<file path="src/rtl/dual_alu_pkg.sv">
package dual_alu_pkg;
  localparam int CcrW  = 8;
  localparam int FlagC = 0;
  localparam int FlagV = 1;
  localparam int FlagZ = 2;
  localparam int FlagN = 3;

  localparam logic [3:0] OpPass = 4'd0;
  localparam logic [3:0] OpAdd  = 4'd1;
  localparam logic [3:0] OpSub  = 4'd2;
  localparam logic [3:0] OpAnd  = 4'd3;
  localparam logic [3:0] OpOr   = 4'd4;
  localparam logic [3:0] OpXor  = 4'd5;
  localparam logic [3:0] OpMul  = 4'd6;
  localparam logic [3:0] OpBset = 4'd7;
  localparam logic [3:0] OpBclr = 4'd8;

  typedef struct packed {
    logic selPass;
    logic selAdd;
    logic selSub;
    logic selAnd;
    logic selOr;
    logic selXor;
    logic selMul;
    logic selSet;
    logic selClr;
    logic updArith;
    logic updLogic;
  } aluStrobe_t;
endpackage

</file>
<file path="src/rtl/dual_alu_ctrl.sv">
module dual_alu_ctrl
  import dual_alu_pkg::*;
(
  input  logic [3:0]  opSel,
  output aluStrobe_t  strobe
);
  always_comb begin
    strobe = '0;
    case (opSel)
      OpPass: begin strobe.selPass = 1'b1; strobe.updLogic = 1'b1; end
      OpAdd:  begin strobe.selAdd  = 1'b1; strobe.updArith = 1'b1; end
      OpSub:  begin strobe.selSub  = 1'b1; strobe.updArith = 1'b1; end
      OpAnd:  begin strobe.selAnd  = 1'b1; strobe.updLogic = 1'b1; end
      OpOr:   begin strobe.selOr   = 1'b1; strobe.updLogic = 1'b1; end
      OpXor:  begin strobe.selXor  = 1'b1; strobe.updLogic = 1'b1; end
      OpMul:  strobe.selMul = 1'b1;
      OpBset: strobe.selSet = 1'b1;
      OpBclr: strobe.selClr = 1'b1;
      default: strobe = '0;
    endcase
  end
endmodule

</file>
<file path="src/rtl/dual_alu_addsub.sv">
module dual_alu_addsub #(
  parameter int W = 8
) (
  input  logic [W-1:0] a,
  input  logic [W-1:0] b,
  input  logic         sub,
  output logic [W-1:0] sum,
  output logic         carry,
  output logic         ovf
);
  logic [W-1:0] bEff;
  logic [W:0]   full;

  // subtraction as a + ~b + 1; the carry is inverted to give a borrow
  assign bEff  = sub ? ~b : b;
  assign full  = {1'b0, a} + {1'b0, bEff} + {{W{1'b0}}, sub};
  assign sum   = full[W-1:0];
  assign carry = full[W] ^ sub;
  assign ovf   = (a[W-1] == bEff[W-1]) && (sum[W-1] != a[W-1]);
endmodule

</file>
<file path="src/rtl/dual_alu_dpath.sv">
module dual_alu_dpath
  import dual_alu_pkg::*;
#(
  parameter int ByteW = 8
) (
  input  aluStrobe_t          strobe,
  input  logic [ByteW-1:0]    srcByte,
  input  logic [ByteW-1:0]    dstByte,
  input  logic [2*ByteW-1:0]  srcWord,
  input  logic [2*ByteW-1:0]  dstWord,
  input  logic                wordOp,
  input  logic [CcrW-1:0]     ccrIn,
  output logic [ByteW-1:0]    byteOut,
  output logic [2*ByteW-1:0]  wordOut,
  output logic [CcrW-1:0]     ccrOut
);
  localparam int WordW = 2 * ByteW;
  localparam int IdxW  = $clog2(ByteW);

  logic [ByteW-1:0] bSum;
  logic             bCarry, bOvf;
  logic [WordW-1:0] wSum;
  logic             wCarry, wOvf;
  logic [ByteW-1:0] bitMask, bitRes;
  logic [WordW-1:0] product;
  logic             selNeg, selZero, selCarry, selOvf;

  dual_alu_addsub #(.W(ByteW)) byteAdder (
    .a(dstByte), .b(srcByte), .sub(strobe.selSub),
    .sum(bSum), .carry(bCarry), .ovf(bOvf)
  );

  dual_alu_addsub #(.W(WordW)) wordAdder (
    .a(dstWord), .b(srcWord), .sub(strobe.selSub),
    .sum(wSum), .carry(wCarry), .ovf(wOvf)
  );

  assign bitMask = ByteW'(1) << srcByte[IdxW-1:0];
  assign bitRes  = strobe.selSet ? (dstByte | bitMask) : (dstByte & ~bitMask);
  assign product = WordW'(dstByte) * WordW'(srcByte);

  always_comb begin
    byteOut = '0;
    wordOut = '0;
    if (strobe.selPass) begin
      byteOut = srcByte;
      wordOut = srcWord;
    end else if (strobe.selAdd || strobe.selSub) begin
      byteOut = bSum;
      wordOut = wSum;
    end else if (strobe.selAnd) begin
      byteOut = dstByte & srcByte;
      wordOut = dstWord & srcWord;
    end else if (strobe.selOr) begin
      byteOut = dstByte | srcByte;
      wordOut = dstWord | srcWord;
    end else if (strobe.selXor) begin
      byteOut = dstByte ^ srcByte;
      wordOut = dstWord ^ srcWord;
    end else if (strobe.selMul) begin
      byteOut = product[ByteW-1:0];
      wordOut = product;
    end else if (strobe.selSet || strobe.selClr) begin
      byteOut = bitRes;
      wordOut = {dstWord[WordW-1:ByteW], bitRes};
    end
  end

  assign selNeg   = wordOp ? wordOut[WordW-1] : byteOut[ByteW-1];
  assign selZero  = wordOp ? (wordOut == '0) : (byteOut == '0);
  assign selCarry = wordOp ? wCarry : bCarry;
  assign selOvf   = wordOp ? wOvf : bOvf;

  always_comb begin
    ccrOut = ccrIn;
    if (strobe.updArith) begin
      ccrOut[FlagN] = selNeg;
      ccrOut[FlagZ] = selZero;
      ccrOut[FlagV] = selOvf;
      ccrOut[FlagC] = selCarry;
    end else if (strobe.updLogic) begin
      ccrOut[FlagN] = selNeg;
      ccrOut[FlagZ] = selZero;
      ccrOut[FlagV] = 1'b0;
    end
  end
endmodule

</file>
<file path="src/rtl/dual_alu.sv">
module dual_alu
  import dual_alu_pkg::*;
#(
  parameter int ByteW = 8
) (
  input  logic [ByteW-1:0]   srcByte,
  input  logic [ByteW-1:0]   dstByte,
  input  logic [2*ByteW-1:0] srcWord,
  input  logic [2*ByteW-1:0] dstWord,
  input  logic [3:0]         opSel,
  input  logic               wordOp,
  input  logic [7:0]         ccrIn,
  output logic [ByteW-1:0]   byteOut,
  output logic [2*ByteW-1:0] wordOut,
  output logic [7:0]         ccrOut
);
  aluStrobe_t strobe;

  dual_alu_ctrl ctrl (
    .opSel(opSel),
    .strobe(strobe)
  );

  dual_alu_dpath #(.ByteW(ByteW)) dpath (
    .strobe(strobe), .srcByte(srcByte), .dstByte(dstByte),
    .srcWord(srcWord), .dstWord(dstWord), .wordOp(wordOp),
    .ccrIn(ccrIn), .byteOut(byteOut), .wordOut(wordOut), .ccrOut(ccrOut)
  );
endmodule

</file>
<file path="config.mk">
export PLATFORM = sky130hd
export DESIGN_NAME = dual_alu
export DESIGN_NICKNAME = d
export VERILOG_FILES = /design/src/rtl/dual_alu_pkg.sv /design/src/rtl/dual_alu_ctrl.sv /design/src/rtl/dual_alu_addsub.sv /design/src/rtl/dual_alu_dpath.sv /design/src/rtl/dual_alu.sv
export SDC_FILE = /design/constraint.sdc
export NUM_CORES = 1
export LEC_CHECK = 0
export ABC_AREA = 1
export BUFFER_PORTS_ARGS = -buffer_cell sky130_fd_sc_hd__buf_4
export CELL_PAD_IN_SITES_DETAIL_PLACEMENT = 2
export CELL_PAD_IN_SITES_GLOBAL_PLACEMENT = 2
export CORE_UTILIZATION = 32
export DETAILED_ROUTE_END_ITERATION = 6
export PLACE_DENSITY = 0.87
export SYNTH_ARGS = -nofsm -noshare
export SYNTH_HDL_FRONTEND = slang
export SYNTH_SLANG_ARGS = --single-unit
</file>
<file path="constraint.sdc">
create_clock -name vclk -period 7.3
set_clock_uncertainty 0.2 [all_clocks]
set_input_delay 1.46 -clock vclk [all_inputs]
set_output_delay 1.46 -clock vclk [all_outputs]
set_load 0.01 [all_outputs]
</file>
==> reports/metrics.yaml, run 1 <==
outcome:
  failed_checks: "negative setup slack"
  status: "finished with violations"
placement:
  io_buffers: 85
  pre_cts_ws_ps: -604
  gp_congestion: 0.929
  hpwl_mm: 23.7
  placed_area_um2: 7250
timing:
  fmax_mhz: 128
  hold_viol_final: 0
  slew_headroom: 0.311
  layout_setup_ws_ps: -495
  tns_ps: -927
  worst_pin_slew_ps: 1020
  min_period_ps: 7800
  slew_viol_final: 0
  holdWs_ps: 2720
  grt_setup_unrepaired: "yes"
  setup-violations-final: 7
  period_share: 1.07
layout:
  syn2layout_area_growth_pct: 27.2
  nets: 1341
  drive_gt1_frac: 0.237
  seqCellArea_um2: 0
  n_antenna_cell: 0
  final_area_um2: 7700
  mostFrequentLayoutCell: "nand2_1"
  nFlopsAndLatches: 0
  layout_common_cells: "nand2_1 (234), inv_1 (209), buf_4 (135), ha_1 (99), nor2_1 (82)"
  postLayoutCoreUtil: 0.422
  clock_buffers: 0
worst_setup_path:
  crit_type: "input port to primary output"
  worst_setup_path_start_kind: "input port"
  cp.arrival_ps: 6140
  worst_ep_required_time_ps: 5640
  end_kind: "primary output"
  cp_max_fo: 7
worst_hold_path:
  hold_path_class: "input port to primary output"
  min_to: "ccrOut[4]"
  hold_depth: 0
  min_from: "ccrIn[4]"
power:
  power.leakage_nw: 4.58
  power_density_nw_per_um2: 168
  peakVddDrop_uv: 97.2
global_routing:
  antenna_found_initial: 0
  grt_max_degree: 25
  grt_pass1_wl_mm: 44.0
  grt_util_all_layers: 0.287
  grt_pass1_vias: 8165
  grt-ovfl-total: 0
die:
  die_w_um: 140
  row_count: 49
  dieArea_um2: 19500
  coreArea_um2: 18300
  die_height_um: 140
  pin_count: 93
  initial_core_util: 0.332
flow_run:
  drv_cap: 0
logic_synthesis:
  synth_warnings: 0
  syn_area_um2: 6060
  syn-instance-count: 1018
  synth-seq-area-share: 0
  synth_area_leader_cell: "ha_1"
  syn_area_per_cell_um2: 5.95
  synth_cell_types: 42
  synth.top_cells.by_area: "ha_1 (22%), nand2_1 (16%), inv_1 (14%)"
  netlist.area_leader.share: 0.219
  syn_nets: 1223
routing:
  first_iter_violations: 324
  met3RoutedLength_mm: 1.30
  vias: 7516
  avgRoutedWirePerCell_um: 24.5
  met2WireLength_mm: 16.9
  drcViolationCount: 0
  highest_layer: "met4"
  drt-met1-wl_mm: 13.6
  firstDrtPassIters: 5
  wirelength_mm: 33.3
  drtAntennaViolNets: 0
  viasPerCell: 5.51
-- cell type report --
cell class / count / area [µm²]
Fill cell: 2259 / 10600
Multi-Input combinational cell: 754 / 5330
Timing Repair Buffer: 150 / 1220
Inverter: 230 / 863
Tap cell: 229 / 287
-- worst max-delay path by stage --
stage / from / endpoint / slack, ps
after floorplan: srcByte[2] / ccrOut[2] / 50
after global placement: srcByte[3] / ccrOut[2] / -260
after detailed placement: srcByte[3] / ccrOut[2] / -600
after CTS: srcByte[3] / ccrOut[2] / -270
after global routing: dstByte[0] / ccrOut[2] / -590
final: srcByte[3] / ccrOut[2] / -500
-- metal layers --
layer | GRT usage | up-vias
met3 | 0.0165 | 91
met1 | 0.344 | 3799
met4 | 0.0885 | 0
li1 | - | 3358
met5 | 0 | -
met2 | 0.545 | 268
-- cells in the mapped netlist --
| library cell | n |
|---|---|
| nor2_1 | 92 |
| nand3b_1 | 9 |
| nand2b_1 | 1 |
| a211oi_1 | 1 |
| inv_1 | 221 |
| buf_4 | 7 |
| nand2_2 | 7 |
| nand3_2 | 5 |
| or2_1 | 1 |
| clkinv_1 | 2 |
| and2_1 | 1 |
| o31a_1 | 1 |
| a21oi_1 | 35 |
| nor3_1 | 4 |
| nand4_1 | 25 |
| o21ai_0 | 28 |
| or2_0 | 2 |
| nand3_1 | 77 |
| nor2_4 | 3 |
| buf_2 | 6 |
| o21bai_1 | 3 |
| clkbuf_1 | 16 |
| buf_6 | 3 |
| inv_2 | 7 |
| a21o_1 | 4 |
| nand2_4 | 3 |
| a22o_1 | 1 |
| o31ai_1 | 2 |
| a21boi_0 | 2 |
| o211ai_1 | 2 |
| o21ai_2 | 1 |
| or2_2 | 16 |
| xnor2_1 | 1 |
| o22ai_1 | 1 |
| nand2_1 | 254 |
| ha_1 | 106 |
| and3_1 | 1 |
| xor2_1 | 23 |
| fa_1 | 38 |
| buf_1 | 2 |
| nor2_2 | 2 |
| nor3_2 | 2 |
-- cells by family (layout without fill, tap and decap cells) --
kind of cell	count (synthesis)	in the layout	share of synthesized area
AOI/OAI and AO/OA	81	81	0.0748
xor gates and xnor gates	24	24	0.0347
adders and majority gates	144	144	0.345
buffers and inverters	264	380	0.173
and+or+nand+nor	505	505	0.373
-- critical path: stages --
cell,delay (ps)
buf_6,120
buf_4,150
nand2_1,80
inv_1,60
fa_1,430
fa_1,530
ha_1,330
inv_1,70
fa_1,560
inv_1,80
ha_4,320
nand3_2,120
nand2_4,120
nand2_1,90
nand3_1,140
nand2_1,110
inv_1,70
nand3b_1,80
nand2_1,80
nand2_1,60
nand2_1,100
nand2_1,110
nor2_2,170
nand3_1,110
nor2_2,190
nand3_2,110
a21oi_2,140
buf_4,130
-- per-stage QoR --
| stage | cells | total power [mW] |
|---|---|---|
| floorplan | 1018 | 0.546 |
| global placement | 1358 | 0.882 |
| detailed placement | 1358 | 0.981 |
| CTS | 1358 | 1.08 |
| global route | 1363 | 1.39 |
| finish | 1363 | 1.30 |
-- where the power goes --
group	leakage [nW]	internal [mW]	switching, mW
Sequential	0	0	0
Combinational	4.58	0.528	0.770
Clock	0	0	0
-- timing repair --
action,CTS,global route
setup buffers,0,6
hold buffers,0,0
pin swaps,17,49
endpoints found under the setup margin,10,11
gates resized for setup,36,81
Power figures use the tool's default switching activity.
==> inputs of run 2 (changes only) <==
--- a/config.mk
+++ b/config.mk
@@ -11,7 +11,7 @@
 export CELL_PAD_IN_SITES_GLOBAL_PLACEMENT = 2
 export CORE_UTILIZATION = 32
 export DETAILED_ROUTE_END_ITERATION = 6
-export PLACE_DENSITY = 0.87
+export PLACE_DENSITY = 0.91
 export SYNTH_ARGS = -nofsm -noshare
 export SYNTH_HDL_FRONTEND = slang
 export SYNTH_SLANG_ARGS = --single-unit
==> run 2 against run 1 <==
  * The flow still finishes with violations (negative setup slack)
  * Critical path depth unchanged
  * Die area unchanged
  * Flip-flop and latch count unchanged
  * Sequential share of layout area unchanged
  * Largest power group unchanged
==> reports/metrics.yaml, run 2 (synthesized netlist as in run 1, its figures left out) <==
timing:
  setup-violations-final: 11
  slew_headroom: 0.194
  worst_pin_slew_ps: 1200
  hold_viol_final: 0
  slew_viol_final: 0
  min_period_ps: 7820
  period_share: 1.07
  grt_setup_unrepaired: "yes"
  fmax_mhz: 128
  layout_setup_ws_ps: -518
flow_run:
  drv_cap: 0
layout:
  nFlopsAndLatches: 0
  drive_gt1_frac: 0.292
  num-fill-cells: 2228
  clock_buffers: 0
  n_antenna_cell: 0
  nets: 1361
  mostFrequentLayoutCell: "nand2_1"
  syn2layout_area_growth_pct: 33.7
  postLayoutCoreUtil: 0.443
  seqCellArea_um2: 0
  layout_common_cells: "nand2_1 (222), inv_1 (199), buf_4 (143), ha_1 (96), nor2_1 (76)"
routing:
  highest_layer: "met4"
  first_iter_violations: 550
  drcViolationCount: 0
  wirelength_mm: 39.3
  viasPerCell: 5.84
  avgRoutedWirePerCell_um: 28.4
  drtAntennaViolNets: 0
  met2WireLength_mm: 19.7
  firstDrtPassIters: 5
  met3RoutedLength_mm: 2.10
  drt-met1-wl_mm: 14.8
  vias: 8073
worst_setup_path:
  crit_type: "input port to primary output"
  cp.arrival_ps: 6160
  end_kind: "primary output"
  worst_ep_required_time_ps: 5640
  worst_setup_path_start_kind: "input port"
  cp_max_fo: 10
placement:
  hpwl_mm: 25.7
  pre_cts_ws_ps: -581
  io_buffers: 85
  gp_congestion: 0.850
power:
  power_density_nw_per_um2: 191
  peakVddDrop_uv: 90.7
  power.leakage_nw: 4.72
die:
  die_w_um: 140
  initial_core_util: 0.332
  coreArea_um2: 18300
  dieArea_um2: 19500
  row_count: 49
  die_height_um: 140
  pin_count: 93
global_routing:
  grt_max_degree: 25
  grt_util_all_layers: 0.362
  grt_pass1_wl_mm: 53.6
  grt_pass1_vias: 9037
  antenna_found_initial: 0
  grt-ovfl-total: 0
worst_hold_path:
  hold_path_class: "input port to primary output"
outcome:
  status: "finished with violations"
  failed_checks: "negative setup slack"
clock_network:
  hold_buffers: 0
-- run 2: cell types whose count changed in the layout (fill, tap and decap cells not counted), moves of 6 or more --
cell,change
nand2_1,-12
buf_6,+11
inv_1,-10
nand2_2,+10
nand3_1,-10
nand3_2,+10
buf_4,+8
inv_2,+7
nor2_1,-6
-- run 2: repair_timing --
action | in CTS | in global routing
gates resized for setup | 89 | 85
pin swaps | 49 | 49
endpoints found under the setup margin | 12 | 14
setup buffers | 21 | 6
-- run 2: area by class of cell --
type,count,area [µm²],share of cell area
inverter,230,872,0.108
multi-input combinational,754,5520,0.682
tap,229,287,0.0354
timing repair buffer,170,1420,0.175
-- run 2: critical path, stage by stage --
cell	delay, ps
buf_8	110
buf_4	140
buf_4	170
nand2_1	80
inv_1	50
ha_1	240
fa_1	620
ha_4	220
inv_1	70
fa_2	480
fa_2	450
inv_2	90
nand2_1	100
nand2_2	100
and2_4	190
nand2_1	80
nand2_1	70
o21ai_0	90
inv_1	110
nand3_1	100
nor2_2	140
nand3_2	130
nor2_2	170
nand3_1	140
nor2_2	150
nor2_2	70
a21oi_2	180
buf_4	130
-- run 2: path summary, 6_finish.rpt --
check,start,to,cells past startpoint
max,srcByte[2],ccrOut[2],28
min,ccrIn[4],ccrOut[4],0
-- run 2: power breakdown --
| part | switching, mW | internal, mW |
|---|---|---|
| clock network | 0 | 0 |
| registers | 0 | 0 |
| logic | 0.926 | 0.622 |
-- run 2: metrics by stage --
stage / cell area (µm²) / cells / setup TNS [ps] / hold WS, ps / total power [mW]
4_1_cts: 7710 / 1377 / -599 / 2720 / 1.19
3_5_place_dp: 7310 / 1363 / -2350 / 2720 / 1.01
5_1_grt: 8100 / 1383 / -3690 / 2720 / 1.62
3_3_place_gp: 7310 / 1363 / -390 / 2720 / 0.889
2_1_floorplan: 6060 / 1018 / 0 / 2810 / 0.546
6_report: 8100 / 1383 / -2530 / 2720 / 1.55
-- run 2: metal layers --
metal,global-route usage,vias up
li1,-,3397
met1,0.407,4055
met2,0.683,432
met3,0.0330,189
met4,0.177,0
met5,0,-
